**src/rtl/serial_reg_bridge.sv**
```systemverilog
module serial_reg_bridge #(
  parameter int ADDR_W   = 8,
  parameter int DATA_W   = 32,
  parameter int SYNC_LEN = 3
) (
  input  logic              clk,
  input  logic              rst,
  input  logic              scl_in,
  input  logic              sda_in,
  output logic              wr_stb,
  output logic [ADDR_W-1:0] wr_addr,
  output logic [DATA_W-1:0] wr_data
);

  localparam int FRAME_W = ADDR_W + DATA_W;
  localparam int CNT_W   = $clog2((DATA_W > ADDR_W) ? DATA_W : ADDR_W);
  localparam logic [CNT_W-1:0] ADDR_LAST = CNT_W'(ADDR_W - 1);
  localparam logic [CNT_W-1:0] DATA_LAST = CNT_W'(DATA_W - 1);

  typedef enum logic [2:0] {
    ST_IDLE = 3'd0,
    ST_ADDR = 3'd1,
    ST_DATA = 3'd2,
    ST_TAIL = 3'd4
  } state_t;

  logic [SYNC_LEN-1:0] scl_sync, sda_sync;
  logic                scl_now, scl_old, sda_now, sda_old;
  logic                scl_rise, sda_rise, sda_fall;
  logic                start_det, stop_det;
  state_t              state;
  logic [CNT_W-1:0]    cnt;
  logic [FRAME_W-1:0]  shreg, shifted;

  always_ff @(posedge clk) begin
    if (rst) begin
      scl_sync <= '1;
      sda_sync <= '1;
    end else begin
      scl_sync <= {scl_sync[SYNC_LEN-2:0], scl_in};
      sda_sync <= {sda_sync[SYNC_LEN-2:0], sda_in};
    end
  end

  assign scl_now   = scl_sync[SYNC_LEN-2];
  assign scl_old   = scl_sync[SYNC_LEN-1];
  assign sda_now   = sda_sync[SYNC_LEN-2];
  assign sda_old   = sda_sync[SYNC_LEN-1];
  assign scl_rise  = scl_now & ~scl_old;
  assign sda_rise  = sda_now & ~sda_old;
  assign sda_fall  = ~sda_now & sda_old;
  assign start_det = sda_fall & scl_now & scl_old;
  assign stop_det  = sda_rise & scl_now & scl_old;
  assign shifted   = {shreg[FRAME_W-2:0], sda_now};

  always_ff @(posedge clk) begin
    if (rst) begin
      state   <= ST_IDLE;
      cnt     <= '0;
      shreg   <= '0;
      wr_stb  <= 1'b0;
      wr_addr <= '0;
      wr_data <= '0;
    end else begin
      wr_stb <= 1'b0;
      if (start_det) begin
        state <= ST_ADDR;
        cnt   <= '0;
        shreg <= '0;
      end else if (stop_det) begin
        state <= ST_IDLE;
        cnt   <= '0;
      end else if (scl_rise) begin
        case (state)
          ST_ADDR: begin
            shreg <= shifted;
            if (cnt == ADDR_LAST) begin
              cnt   <= '0;
              state <= ST_DATA;
            end else begin
              cnt <= cnt + 1'b1;
            end
          end
          ST_DATA: begin
            shreg <= shifted;
            if (cnt == DATA_LAST) begin
              cnt                <= '0;
              state              <= ST_TAIL;
              wr_stb             <= 1'b1;
              {wr_addr, wr_data} <= shifted;
            end else begin
              cnt <= cnt + 1'b1;
            end
          end
          default: ;
        endcase
      end
    end
  end

endmodule

```
**config.mk**
```make
export PLATFORM = sky130hd
export DESIGN_NAME = serial_reg_bridge
export DESIGN_NICKNAME = d
export VERILOG_FILES = /design/src/rtl/serial_reg_bridge.sv
export SDC_FILE = /design/constraint.sdc
export NUM_CORES = 1
export LEC_CHECK = 0
export BUFFER_PORTS_ARGS = -buffer_cell sky130_fd_sc_hd__clkbuf_2
export CAP_MARGIN = 20
export CORE_MARGIN = 2
export CORE_UTILIZATION = 56
export CTS_CLUSTER_SIZE = 30
export DETAILED_ROUTE_END_ITERATION = 8
export PLACE_DENSITY = 0.78
export SLEW_MARGIN = 0
export SYNTH_ARGS = -nofsm -noshare
export SYNTH_HDL_FRONTEND = slang
export SYNTH_SLANG_ARGS = --single-unit
```
**constraint.sdc**
```tcl
create_clock -name clk -period 1.77 [get_ports clk]
set_input_delay 0.0885 -clock clk [delete_from_list [all_inputs] [get_ports clk]]
set_output_delay 0.0885 -clock clk [all_outputs]
set_load 0.005 [all_outputs]
```
# Word-level counts from Yosys, hierarchy flattened
# Index checks and enable logic that the tools add are counted.
# word_totals
latchBits,0
memories,0
inputBits,4
ramBits,0
output_inout_bits,41
wordCells,54
romBits,0
reg_bits,94
# classes
add_sub_neg,1
shifts,0
bitwise,14
n_div,0
mux,10
n_reduce_logical,12
multipliers,0
magnitude_cmp,0
n_eq_ne,8
# ops
cell,n
5-bit 2-to-1 mux,2
5-bit one-hot mux with 2 select lines,1
4-bit != test (second input constant),2
4-bit AND reduction,2
1-bit bitwise AND,7
1-bit inverter,7
3-bit 2-to-1 mux,2
3-bit one-hot mux with 2 select lines,1
5-bit by 1-bit adder with 5-bit output (second input constant),1
5-bit by 3-bit equality test with 1-bit output (second input constant),1
5-bit equality test (second input constant),1
5-bit AND reduction,1
5-bit OR reduction,1
1-bit 2-to-1 mux,4
2-bit != test (second input constant),2
4-bit nonzero test,1
2-bit OR reduction,2
3-bit by 1-bit equality test with 1-bit output (second input constant),1
3-bit by 2-bit equality test with 1-bit output (second input constant),1
3-bit AND reduction,1
3-bit nonzero test,1
3-bit OR reduction,1
2-bit AND reduction,1
2-bit nonzero test,1

# Longest topological paths before layout
# depth
depth_word,6
ltp_mapped,8
ltp_nobuf,6

# Worst setup path after synthesis
# No wires, ideal clock.
# synth_path
path_kind,reg2reg
startpoint,register cnt[0]
endpoint,register wr_data[10]
path_buffers,1
required_time_ns,1.700
path_slack_ns,0.148
path_stages_with_launch,8
period_less_slack_ns,1.622
setup_ns,0.070
t_arrival_ns,1.551
cell_sequence,dfxtp_1 > ha_1 > and3_1 > ha_1 > nand4b_1 > clkbuf_1 > nand2_1 > a21oi_1
# synth_between
elab_chain_len,2
# synth_rtl
item,line_no,rtl
from (decl),32,logic [CNT_W-1:0] cnt;
from (signal assigned),81,cnt <= cnt + 1'b1;
from (signal assigned),92,cnt <= cnt + 1'b1;
5-bit equality test,86,if (cnt == DATA_LAST) begin
5-bit AND reduction (no source line),n/a,
to (signal assigned),90,"{wr_addr, wr_data} <= shifted;"
to (decl),12,output logic [DATA_W-1:0] wr_data
# Every way passes these cells.
# A chain may end at the register's enable or synchronous reset.

# Final worst setup path
# layout_path
startpoint,register cnt[0]
endpoint,register state[1]
# layout_between
elab_chain_len,3
elab_cells_between_ends,5
cone_classes,eq/ne: 4; reduce/logical: 1
# layout_rtl
item,line_no,rtl
5-bit equality test or 5-bit by 3-bit equality test with 1-bit output (tied branches),"86, 77",
2-bit != test (no source line),n/a,
4-bit AND reduction (no source line) (*),n/a,
to (signal assigned),71,state <= ST_IDLE;
to (signal assigned),79,state <= ST_DATA;
to (signal assigned),88,state <= ST_TAIL;
to (decl),31,state_t state;
# Every way passes the cells marked *; elsewhere a longest branch is shown, timed or not.

==> impl_results.md <==
* Outcome: completed
* Initial Util at 57.6%
* DIE WIDTH at 81.8 µm
* Fin. max-slew vios at 0
* Top cell type's share of synthesized area at 55.5%
* Iteration-0 DRC Markers at 206
* Final TNS setup at 0 ns
* CTS max path bufs at 2
* Vias in the first global route at 2433
* Top_reg_cell synth: dfxtp_1
* Final Non-Filler Cells at 543
* Pwr Density at 883 nW/µm²
* ANT nets after route at 0
* Inst Count DP at 519
* Grt total ovfl at 0
* Initial antenna violation count at 0
* Seq cells post-synth at 94
* Largest net degree at the start of global routing at 29
* I/O Buffers at 44
* H-Tree Depth at 3
* Sequential area share after synthesis at 55.5%
* Worst setup SP type: register
* Number of library cell types mapped by synthesis at 29
* R2R setup slack at 0.07 ns
* DR pass1 iterations at 4
* Ranking of synthesized cells by area: dfxtp_1, nand2_1, a21oi_1
* Die Ht at 81.8 µm
* Syn_nets at 421
* Internal power at 2.84 mW
* Sw Share at 21.4%
* DRC Markers at 0
* Net count, final at 470
* Die area at 6690 µm²
* CTS clk-pin slew, worst paths at 0.09 ns
* Area Overhead vs Synth at 20.6%
* Clock Skew at 0.00627 ns
* Worst VDD drop at 0.492 mV
* Drt total wl at 7080 µm
* Number of cell rows at 28
* Setup WS pre-CTS at 0.0136 ns
* Mapped Cells at 414
* Clk sinks at 94
* Yosys warnings at 0
* Root Buffer: clkbuf_8
* Post-synthesis average cell area at 8.18 µm²
* WP data arrival at 1.96 ns
* Post-Place Cell Area at 3730 µm²
* Final period util at 96.3%
* Final Cell Area at 4090 µm²
* Setup CP Type: register to register
* Final min period at 1.70 ns
* Final setup margin at 0.0654 ns
* Crit Path Max Fanout at 6
* Setup violators final at 0
* Max_cap viols at 0
* TritonCTS clock tree: built
* Layout cells sized above 1 at 20.5%
* Worst Max-Slew Pin Slew at 0.475 ns
* Clk pwr share at 38.9%
* Final-report hold violation count at 0
* Register area at 1890 µm²
* P_sw at 0.773 mW
* Post-synth top area cell: dfxtp_1
* Combinational power share at 2.2%
* PnR Total Power at 3.61 mW
* WL/cell at 13.0 µm
* Critical Path RT at 2.03 ns
* Sequential Power Share at 58.8%
* Multi-input logic area at 1390 µm²
* Diode count at 0
* Max-slew headroom at 67.9%
* Util after Layout at 69.4%
* GP Congestion at 0.766
* First-pass GRT wire length at 10600 µm
* Clock latency on the worst-skew pair at 0.36 ns
* FFs w/ async S/R, synth at 0%
* CTS buffer count at 9
* Fmax at 0.587 GHz
* Cell Area, Synth at 3390 µm²
* Post-synth EDFFs at 0
* Worst Hold Class: input pin to register
* Via count at 2841
* Vias per cell at 5.23
* CORE AREA at 5890 µm²
* Leakage Power at 1.46 nW
* Hpwl dp at 4420 µm
* I/O Pins at 45
* Final hold slack at 0.121 ns
* Fillers at 479
* All-Layer GR Usage at 20.8%
* Critical path capture point type: register
critical path: stages (launching register included):
cell and delay (ns):
dfxtp_4 0.37, ha_4 0.14, and3_4 0.19, ha_2 0.18, and4b_4 0.38, clkbuf_16 0.19, nor2_1 0.04, o21a_1 0.10
kinds of logic after synthesis:
group	after synthesis	synth area share (%)
and+or+nand+nor	194	24.2
DFF	94	55.5
buffers and inverters	28	4.36
adders and majority gates	3	1.11
AOI/OAI and AO/OA	91	13.7
muxes	1	0.295
xor gates and xnor gates	3	0.776
cell type report:
| cell class | instances | area share (%) |
|---|---|---|
| clock buffer | 11 | 3.46 |
| clock inverter | 5 | 1.38 |
| inverter | 1 | 0.0919 |
| multi-input combinational | 292 | 33.9 |
| sequential | 94 | 46.2 |
| tap | 75 | 2.30 |
| timing repair buffer | 65 | 12.6 |
power by group through the flow:
| stage | Clock [mW] | Combinational, mW | Sequential (mW) |
|---|---|---|---|
| floorplan | 0 | 0.0504 | 2.17 |
| CTS | 1.45 | 0.0790 | 2.13 |
| global route | 1.53 | 0.0870 | 2.12 |
| global placement | 0 | 0.0737 | 2.18 |
| detailed placement | 0 | 0.0754 | 2.18 |
| finish | 1.41 | 0.0798 | 2.12 |
synth_stat cells, types with 2 or more instances:
master    instances
dfxtp_1          94
nand2_1         163
nor2_1            4
or2_2             6
nand3b_1          3
buf_6             4
clkbuf_1         13
xnor2_1           2
nand3_1           5
nand4b_1          2
ha_1              3
a21oi_1          87
buf_2            10
nor3_1            3
registers in the layout, summed over array words and instances, names as in the netlist:
signal	count
cnt	5
scl_sync	3
sda_sync	3
shreg	39
state	3
wr_addr	8
wr_data	32
wr_stb	1
placed cells by master, fill, tap and decap left out, types with 3 or more instances in the layout:
cell type  instances
a21oi_1           87
buf_12             6
buf_4              9
clkbuf_16          3
clkbuf_2          44
clkbuf_8          10
dfxtp_1           92
nand2_1          163
nand3_1            5
nand3b_1           3
nor2_1             4
nor3_1             3
or2_2              6
per-layer routing:
layer | wire length [µm] | up-vias | global-route usage (%)
li1 | - | 1444 | -
met1 | 3060 | 1332 | 24.1
met2 | 3610 | 57 | 35.6
met3 | 287 | 8 | 5.49
met4 | 121 | 0 | 10.0
met5 | 0 | - | 0
worst paths after layout:
kind | startpoint | cells after the start | endpoint
min reg2reg | sda_sync[0] | 1 | sda_sync[1]
min | rst | 2 | wr_addr[2]
max reg2reg | cnt[0] | 7 | state[1]
max | cnt[0] | 7 | state[1]
what timing repair did:
item	4_1_cts	5_1_grt
pin swaps	0	1
hold endpoints to repair	2	0
hold buffers	2	0
setup endpoints to repair	3	43
cloned	0	4
gates resized for setup	1	9
buffers inserted	0	2
No activity file was read; power rests on OpenSTA's default activity.
